$ cat src/rtl/pinmux_pkg.sv
package pinmux_pkg;

    typedef enum logic [1:0] {
        OWNER_GPIO,
        OWNER_SPI,
        OWNER_PWM
    } owner_e;

    typedef enum logic [1:0] {
        ROLE_MISO,
        ROLE_MOSI,
        ROLE_SCK,
        ROLE_SS
    } spi_role_e;

    // Position within a group of four; even groups put SS above SCK, odd groups the reverse.
    function automatic spi_role_e role_of(input int pin_idx);
        int pos;
        bit odd_group;
        pos       = pin_idx % 4;
        odd_group = ((pin_idx / 4) % 2) == 1;
        unique case (pos)
            3:       role_of = odd_group ? ROLE_SCK : ROLE_SS;
            2:       role_of = odd_group ? ROLE_SS  : ROLE_SCK;
            1:       role_of = ROLE_MOSI;
            default: role_of = ROLE_MISO;
        endcase
    endfunction

endpackage

$ cat src/rtl/pin_sync.sv
module pin_sync #(
    parameter int WIDTH = 8
) (
    input  logic             clk,
    input  logic             rst_n,
    input  logic [WIDTH-1:0] async_in,
    output logic [WIDTH-1:0] sync_out
);
    logic [WIDTH-1:0] stage1_q;
    logic [WIDTH-1:0] stage2_q;

    always_ff @(posedge clk or negedge rst_n) begin
        if (!rst_n) begin
            stage1_q <= '0;
            stage2_q <= '0;
        end else begin
            stage1_q <= async_in;
            stage2_q <= stage1_q;
        end
    end

    assign sync_out = stage2_q;

endmodule

$ cat src/rtl/port_regs.sv
module port_regs #(
    parameter int          ADDR_W    = 16,
    parameter int          PORT_W    = 8,
    parameter logic [15:0] DATA_ADDR = 16'h0258,
    parameter logic [15:0] DIR_ADDR  = 16'h025A
) (
    input  logic              clk,
    input  logic              rst_n,
    input  logic              bus_sel,
    input  logic              bus_wr,
    input  logic [ADDR_W-1:0] bus_addr,
    input  logic [PORT_W-1:0] bus_wdata,
    input  logic [PORT_W-1:0] pin_level,
    output logic [PORT_W-1:0] bus_rdata,
    output logic [PORT_W-1:0] data_q,
    output logic [PORT_W-1:0] dir_q
);
    localparam logic [ADDR_W-1:0] DATA_A = ADDR_W'(DATA_ADDR);
    localparam logic [ADDR_W-1:0] DIR_A  = ADDR_W'(DIR_ADDR);

    logic hit_data;
    logic hit_dir;

    assign hit_data = bus_sel && (bus_addr == DATA_A);
    assign hit_dir  = bus_sel && (bus_addr == DIR_A);

    always_ff @(posedge clk or negedge rst_n) begin
        if (!rst_n) begin
            data_q <= '0;
            dir_q  <= '0;
        end else begin
            if (hit_data && bus_wr) data_q <= bus_wdata;
            if (hit_dir  && bus_wr) dir_q  <= bus_wdata;
        end
    end

    always_comb begin
        bus_rdata = '0;
        if (!bus_wr) begin
            if (hit_data)     bus_rdata = (data_q & dir_q) | (pin_level & ~dir_q);
            else if (hit_dir) bus_rdata = dir_q;
        end
    end

    assert_data_write_R2: assert property (@(posedge clk) disable iff (!rst_n)
        (hit_data && bus_wr) |=> (data_q == $past(bus_wdata)));

    assert_output_readback_R2: assert property (@(posedge clk) disable iff (!rst_n)
        (hit_data && !bus_wr) |-> ((bus_rdata & dir_q) == (data_q & dir_q)));

    assert_stray_write_R9: assert property (@(posedge clk) disable iff (!rst_n)
        (bus_sel && bus_wr && !hit_data && !hit_dir) |=> ($stable(data_q) && $stable(dir_q)));

endmodule

$ cat src/rtl/pin_owner_cell.sv
module pin_owner_cell
    import pinmux_pkg::*;
#(
    parameter spi_role_e ROLE = ROLE_MISO
) (
    input  logic clk,
    input  logic rst_n,
    input  logic pwm_en,
    input  logic pwm_val,
    input  logic spi_en,
    input  logic spi_master,
    input  logic spi_sck,
    input  logic spi_ss,
    input  logic spi_mosi,
    input  logic spi_miso,
    input  logic gpio_data,
    input  logic gpio_dir,
    output logic pin_out,
    output logic pin_oe
);
    owner_e owner;
    logic   spi_sig;
    logic   spi_drive;

    always_comb begin
        if (pwm_en)      owner = OWNER_PWM;
        else if (spi_en) owner = OWNER_SPI;
        else             owner = OWNER_GPIO;
    end

    always_comb begin
        unique case (ROLE)
            ROLE_SCK:  spi_sig = spi_sck;
            ROLE_SS:   spi_sig = spi_ss;
            ROLE_MOSI: spi_sig = spi_mosi;
            default:   spi_sig = spi_miso;
        endcase
        spi_drive = spi_master ? (ROLE != ROLE_MISO) : (ROLE == ROLE_MISO);
    end

    always_comb begin
        unique case (owner)
            OWNER_PWM: begin
                pin_out = pwm_val;
                pin_oe  = 1'b1;
            end
            OWNER_SPI: begin
                pin_out = spi_sig;
                pin_oe  = spi_drive;
            end
            default: begin
                pin_out = gpio_data;
                pin_oe  = gpio_dir;
            end
        endcase
    end

    assert_pwm_wins_R4: assert property (@(posedge clk) disable iff (!rst_n)
        pwm_en |-> (pin_oe && (pin_out == pwm_val)));

    assert_spi_master_miso_R5: assert property (@(posedge clk) disable iff (!rst_n)
        (!pwm_en && spi_en && spi_master && ROLE == ROLE_MISO) |-> !pin_oe);

    assert_gpio_fallback_R7: assert property (@(posedge clk) disable iff (!rst_n)
        (!pwm_en && !spi_en) |-> ((pin_out == gpio_data) && (pin_oe == gpio_dir)));

endmodule

$ cat src/rtl/pin_owner_mux.sv
module pin_owner_mux
    import pinmux_pkg::*;
#(
    parameter int          SPI_COUNT = 2,
    parameter int          ADDR_W    = 16,
    parameter logic [15:0] DATA_ADDR = 16'h0258,
    parameter logic [15:0] DIR_ADDR  = 16'h025A,
    localparam int         PORT_W    = 4 * SPI_COUNT
) (
    input  logic                 clk,
    input  logic                 rst_n,
    input  logic                 bus_sel,
    input  logic                 bus_wr,
    input  logic [ADDR_W-1:0]    bus_addr,
    input  logic [PORT_W-1:0]    bus_wdata,
    output logic [PORT_W-1:0]    bus_rdata,
    input  logic [PORT_W-1:0]    pwm_en,
    input  logic [PORT_W-1:0]    pwm_val,
    input  logic [SPI_COUNT-1:0] spi_en,
    input  logic [SPI_COUNT-1:0] spi_master,
    input  logic [SPI_COUNT-1:0] spi_sck,
    input  logic [SPI_COUNT-1:0] spi_ss,
    input  logic [SPI_COUNT-1:0] spi_mosi,
    input  logic [SPI_COUNT-1:0] spi_miso,
    input  logic [PORT_W-1:0]    pin_in,
    output logic [PORT_W-1:0]    pin_out,
    output logic [PORT_W-1:0]    pin_oe
);
    logic [PORT_W-1:0] pin_level;
    logic [PORT_W-1:0] data_q;
    logic [PORT_W-1:0] dir_q;

    pin_sync #(.WIDTH(PORT_W)) u_sync (
        .clk      (clk),
        .rst_n    (rst_n),
        .async_in (pin_in),
        .sync_out (pin_level)
    );

    port_regs #(
        .ADDR_W    (ADDR_W),
        .PORT_W    (PORT_W),
        .DATA_ADDR (DATA_ADDR),
        .DIR_ADDR  (DIR_ADDR)
    ) u_regs (
        .clk       (clk),
        .rst_n     (rst_n),
        .bus_sel   (bus_sel),
        .bus_wr    (bus_wr),
        .bus_addr  (bus_addr),
        .bus_wdata (bus_wdata),
        .pin_level (pin_level),
        .bus_rdata (bus_rdata),
        .data_q    (data_q),
        .dir_q     (dir_q)
    );

    for (genvar p = 0; p < PORT_W; p++) begin : g_pin
        localparam int        GRP  = p / 4;
        localparam spi_role_e ROLE = role_of(p);

        pin_owner_cell #(.ROLE(ROLE)) u_cell (
            .clk        (clk),
            .rst_n      (rst_n),
            .pwm_en     (pwm_en[p]),
            .pwm_val    (pwm_val[p]),
            .spi_en     (spi_en[GRP]),
            .spi_master (spi_master[GRP]),
            .spi_sck    (spi_sck[GRP]),
            .spi_ss     (spi_ss[GRP]),
            .spi_mosi   (spi_mosi[GRP]),
            .spi_miso   (spi_miso[GRP]),
            .gpio_data  (data_q[p]),
            .gpio_dir   (dir_q[p]),
            .pin_out    (pin_out[p]),
            .pin_oe     (pin_oe[p])
        );
    end

    assert_reset_inputs_R1: assert property (@(posedge clk)
        (!rst_n) |=> (dir_q == '0 && data_q == '0));

endmodule

$ cat config.mk
export PLATFORM = sky130hd
export DESIGN_NAME = pin_owner_mux
export DESIGN_NICKNAME = d
export VERILOG_FILES = /design/src/rtl/pinmux_pkg.sv /design/src/rtl/pin_sync.sv /design/src/rtl/port_regs.sv /design/src/rtl/pin_owner_cell.sv /design/src/rtl/pin_owner_mux.sv
export SDC_FILE = /design/constraint.sdc
export NUM_CORES = 1
export LEC_CHECK = 0
export BUFFER_PORTS_ARGS = -buffer_cell sky130_fd_sc_hd__buf_2
export CORE_MARGIN = 2
export CORE_UTILIZATION = 40
export DETAILED_ROUTE_END_ITERATION = 8
export PLACE_DENSITY = 0.81
export SLEW_MARGIN = 20
export SYNTH_ARGS = -nofsm -noshare
export SYNTH_HDL_FRONTEND = slang
export SYNTH_SLANG_ARGS = --single-unit
export TNS_END_PERCENT = 50
$ cat constraint.sdc
create_clock -name clk -period 1.15 [get_ports clk]
set_input_delay 0.115 -clock clk [delete_from_list [all_inputs] [get_ports clk]]
set_output_delay 0.115 -clock clk [all_outputs]
set_load 0.02 [all_outputs]
==> results of run 1 <==
==> what timing repair did <==
item                       CTS  global route
hold buffers                 9             0
buffers inserted             4             1
setup endpoints to repair   40            40
pin swaps                   18             8
hold endpoints to repair    22             0
resized for setup           60            12
==> kinds of logic (layout without fill, tap and decap cells) <==
| family | count (synthesis) | count (layout) | share of synthesized area (%) |
|---|---|---|---|
| buffers and inverters | 23 | 123 | 9.008 |
| muxes | 24 | 24 | 16.01 |
| DFF | 32 | 32 | 49.27 |
| AOI/OAI and AO/OA | 32 | 32 | 11.55 |
| and+or+nand+nor | 34 | 34 | 14.16 |
==> cells in the final DEF (no fill, tap or decap), types with 2 or more instances in the layout <==
cell and count:
a211o_1 6, a21oi_2 2, a21oi_4 6, and2_1 2
and4bb_2 2, buf_12 3, buf_2 63, buf_4 17
buf_6 21, clkbuf_8 5, dfrtp_1 32, dlygate4sd3_1 9
inv_1 2, mux2_4 16, mux2i_1 8, nand2_1 13
nor2_1 5, o21ai_0 8, o21ai_1 8, o21bai_1 2
or3b_4 4
==> power by group <==
group	total [uW]	leakage (uW)	internal (uW)	switching, uW
combinational	435	0.000845	227	208
sequential	1160	0.000410	1150	9.46
clock	1030	0.0000552	642	384
==> area by class of cell <==
cell class	count	share of cell area, %
Clock buffer	6	2.729
Clock inverter	2	1.318
Tap cell	50	2.353
Multi-Input combinational cell	90	32.00
Timing Repair Buffer	113	31.20
Sequential cell	32	30.12
Inverter	2	0.2824
==> worst max-delay path, cell delays in order, from the launching register on <==
cell and delay [ns]:
dfrtp_1 0.39, or3b_4 0.42, a21oi_4 0.13, buf_6 0.13
==> state kept, by name (all words and copies together) (netlist names) <==
name and flops:
u_sync.stage1_q 8, u_regs.data_q 8, u_regs.dir_q 8, u_sync.sync_out 8
==> per-stage QoR <==
| step | total power (uW) | setup TNS [ns] | std cells | worst slack [ns] |
|---|---|---|---|---|
| finish | 2625 | -6.061 | 295 | -0.2970 |
| detailed placement | 1534 | -8.051 | 273 | -0.4107 |
| global route | 2731 | -7.881 | 295 | -0.3413 |
| floorplan | 1385 | -4.464 | 145 | -0.2646 |
| CTS | 2640 | -4.435 | 294 | -0.2976 |
| global placement | 1522 | -7.605 | 273 | -0.3801 |
==> metal layers <==
| metal | routed length (um) | vias to the layer above | GRT usage [%] |
|---|---|---|---|
| met1 | 1783 | 725 | 22.59 |
| met3 | 264 | 15 | 4.833 |
| met4 | 116 | 0 | 9.184 |
| met2 | 2482 | 67 | 36.76 |
| met5 | 0 | - | 0 |
| li1 | - | 693 | - |
==> final timing paths <==
| path | from | slack [ns] | cells after the start | to |
|---|---|---|---|---|
| max | u_regs.dir_q[1] | -0.30 | 3 | bus_rdata[1] |
| min | bus_wdata[5] | 0.09 | 2 | u_regs.dir_q[5] |
| max reg2reg | u_regs.dir_q[2] | 0.21 | 2 | u_regs.dir_q[2] |
| min reg2reg | u_sync.stage1_q[0] | 0.35 | 0 | u_sync.sync_out[0] |
| max in group asynchronous | rst_n | 0.48 | 3 | u_regs.dir_q[2] |
| min in group asynchronous | rst_n | 0.28 | 2 | u_sync.stage1_q[6] |
==> reports/metrics.yaml, run 1 <==
cts_tree: "built"
ys.flop_type: "dfrtp_1"
drv_cap: 0
synthTopCellsByCount: "dfrtp_1 (32), buf_4 (16), mux2_2 (16), o21ai_0 (16), nand2_1 (13)"
grt_setup_unrepaired: "yes"
drt_iter0_markers: 47
synth_area_sq_mm: 0.001625
drive_gt1_share_pct: 60.41
cp-end-kind: "output port"
multi_input_area_sq_um: 850.8
vias_per_cell: 5.085
ys_seq_elements: 32
worst_clock_skew_ns: 0.005007
die_x_um: 67.75
clkTransAtPathRegs_ns: 0.07
layout_min_cycle_time_ns: 1.447
crit_path_start_kind: "flip-flop"
leakage_uw: 0.001310
avgSynthCellArea_sq_um: 11.21
core-area_sq_mm: 0.003943
grt_pass1_wl_mm: 6.789
yosys.area.top_type: "dfrtp_1"
hp-class: "input pin to flip-flop"
grt_usage_pct: 20.42
cp_data_required_time_ns: 1.03
synthTopCellsByArea: "dfrtp_1 (49%), mux2_2 (11%), buf_4 (7.4%)"
wire_per_inst_um: 15.75
area_growth_pct: 63.59
grt_max_degree: 19
worst_pin_slew_ns: 0.3710
fillers: 280
grt-ovfl-total: 0
synth_most_common_cell: "dfrtp_1"
ys_warn_count: 0
grt_pass1_vias: 1501
crit_type: "flip-flop to output port"
syn_nets: 209
ir_drop_mv: 0.7684
antenna_found_initial: 0
port-buffer-count: 87
die_h_um: 67.75
place_area_sq_mm: 0.002183
final_max_slew_viol_count: 0
hold_ws_ns: 0.09133
synth_cell_types: 22
finalInstanceArea_sq_mm: 0.002659
wl_mm: 4.647
gp_congestion: 0.7537
final_nets: 308
timing.fmax_mhz: 691.1
drc_errors: 0
antenna_cells: 0
postRouteAntennaNets: 0
synth_top_area_share_pct: 49.27
dp_hpwl_mm: 3.052
synth_seq_area_share_pct: 49.27
final-seq-area_sq_um: 800.8
failed_checks: "setup timing"
htreeDepth: 2
synth_cells: 145
arrival_ns: 1.33
clock_sink_count: 32
boundaryPins: 88
fin_util_pct: 67.44
power_density_mw_per_mm2: 987.3
outcome: "complete, but fails checks"
cp_max_fo: 2
setup_ws_ns: -0.2970
start_util_pct: 41.23
fp.dieArea_sq_mm: 0.004589
numCtsBuffers: 5
clockBufferDepth: 2
clk_latency_ns: 0.28
root_buffer: "clkbuf_8"
hold_viol: 0
drtPass1Iterations: 4
vias: 1500
slew_headroom_pct: 75.00
fp-row-count: 23
synthArstFlopShare_pct: 100.0
setup_viol: 38
min_period_over_period_pct: 125.8
synth_edf_count: 0
Power figures use the tool's default switching activity.
==> run 2: changes to the inputs <==
==> constraint.sdc (replaced) <==
create_clock -name clk -period 1.15 [get_ports clk]
set_input_delay 0.115 -clock clk [delete_from_list [all_inputs] [get_ports clk]]
set_output_delay 0.115 -clock clk [all_outputs]
set_load 0.1 [all_outputs]
==> reports/metrics.yaml, run 2 (synthesized netlist as in run 1, its figures left out) <==
final-seq-area_sq_um: 800.8
hold_viol: 0
fin_util_pct: 75.25
boundaryPins: 88
outcome: "complete, but fails checks"
grt_setup_unrepaired: "yes"
wire_per_inst_um: 16.56
start_util_pct: 41.23
fillers: 217
final_max_slew_viol_count: 0
crit_path_start_kind: "flip-flop"
grt_pass1_wl_mm: 6.962
hp-class: "input pin to flip-flop"
grt_pass1_vias: 1498
arrival_ns: 1.41
grt_max_degree: 25
gp_congestion: 0.7648
drt_iter0_markers: 39
dp_hpwl_mm: 3.402
place_area_sq_mm: 0.002584
critPathTopFamily: "flip-flops"
clk_latency_ns: 0.28
final_common_cell: "buf_2"
clkTransAtPathRegs_ns: 0.07
crit_type: "flip-flop to output port"
fp-row-count: 23
crit_buf_inv: 1
grt_usage_pct: 21.22
cpPeakStageDelay_ns: 0.39
clockBufferDepth: 2
failed_checks: "setup timing"
die_x_um: 67.75
vias: 1488
multi_input_area_sq_um: 905.9
final_nets: 308
cp_data_required_time_ns: 1.03
numCtsBuffers: 5
clock_sink_count: 32
postRouteAntennaNets: 0
min_period_over_period_pct: 132.3
drive_gt1_share_pct: 65.71
htreeDepth: 2
drv_cap: 0
antenna_found_initial: 0
antenna_cells: 0
cp-end-kind: "output port"
slew_headroom_pct: 63.94
port-buffer-count: 87
path_cells: "or3b_4 -> a21oi_4 -> buf_12"
cts_tree: "built"
layout_min_cycle_time_ns: 1.521
worst_clock_skew_ns: 0.0003525
fp.dieArea_sq_mm: 0.004589
vias_per_cell: 5.044
core-area_sq_mm: 0.003943
cp_max_fo: 2
power_density_mw_per_mm2: 1067
drc_errors: 0
finalInstanceArea_sq_mm: 0.002967
wl_mm: 4.885
setup_viol: 40
area_growth_pct: 82.53
leakage_uw: 0.001404
rrSetupSlack_ns: 0.21
cp_slowest_cell: "dfrtp_1"
timing.fmax_mhz: 657.3
setup_ws_ns: -0.3715
worst_pin_slew_ns: 0.5409
ir_drop_mv: 1.025
die_h_um: 67.75
grt-ovfl-total: 0
root_buffer: "clkbuf_8"
mostFrequentLayoutCells: "buf_2 (59), dfrtp_1 (32), buf_12 (26)"
drtPass1Iterations: 5
==> run 2: changes by cell type in the layout (fill, tap and decap cells not counted), sizes merged <==
cell    change
clkinv      -1
clkbuf      +1
==> run 2: final cells by class <==
type | instances | share of cell area [%]
Clock buffer | 7 | 3.248
Sequential cell | 32 | 26.99
Timing Repair Buffer | 113 | 35.85
Inverter | 2 | 0.2531
Clock inverter | 1 | 1.012
Tap cell | 50 | 2.109
Multi-Input combinational cell | 90 | 30.54
==> run 2: metal layers <==
metal | wire length, um | vias to the layer above | GRT usage [%]
met2 | 2738 | 63 | 35.66
met1 | 1834 | 724 | 26.30
li1 | - | 695 | -
met4 | 38 | 0 | 9.184
met3 | 275 | 6 | 4.333
met5 | 0 | - | 0
==> run 2: worst paths after layout <==
kind                       cells after the start               start                  to
setup / recovery                               3     u_regs.dir_q[0]        bus_rdata[0]
hold / removal                                 2        bus_wdata[0]    u_regs.data_q[0]
setup reg to reg                               2    u_regs.data_q[1]    u_regs.data_q[1]
hold reg to reg                                0  u_sync.stage1_q[7]  u_sync.sync_out[7]
max in group asynchronous                      3               rst_n  u_sync.sync_out[3]
min in group asynchronous                      2               rst_n    u_regs.data_q[4]
==> run 2: stage by stage <==
stage / hold WS, ns / cells / setup WS (ns) / setup TNS (ns) / power [uW]
5_1_grt: 0.06672 / 295 / -0.4120 / -8.545 / 3290
3_3_place_gp: 0.1089 / 274 / -0.3859 / -8.131 / 1911
3_5_place_dp: 0.1202 / 274 / -0.4177 / -8.799 / 1929
6_report: 0.07555 / 295 / -0.3715 / -6.914 / 3165
4_1_cts: 0.06814 / 293 / -0.4013 / -7.062 / 3152
2_1_floorplan: -0.1806 / 145 / -0.4332 / -7.586 / 1632
==> run 2: power breakdown <==
part           total, uW  internal (uW)  switching [uW]
clock network       1190            764             421
registers           1160           1150            8.74
logic                816            330             486
total               3160           2250             917
==> run 2: what timing repair did <==
action                     in CTS  in global routing
buffers inserted                2                  2
hold buffers                    9                  0
pin swaps                      19                  9
hold endpoints to repair       30                  0
resized for setup              20                 23
setup endpoints to repair      40                 40
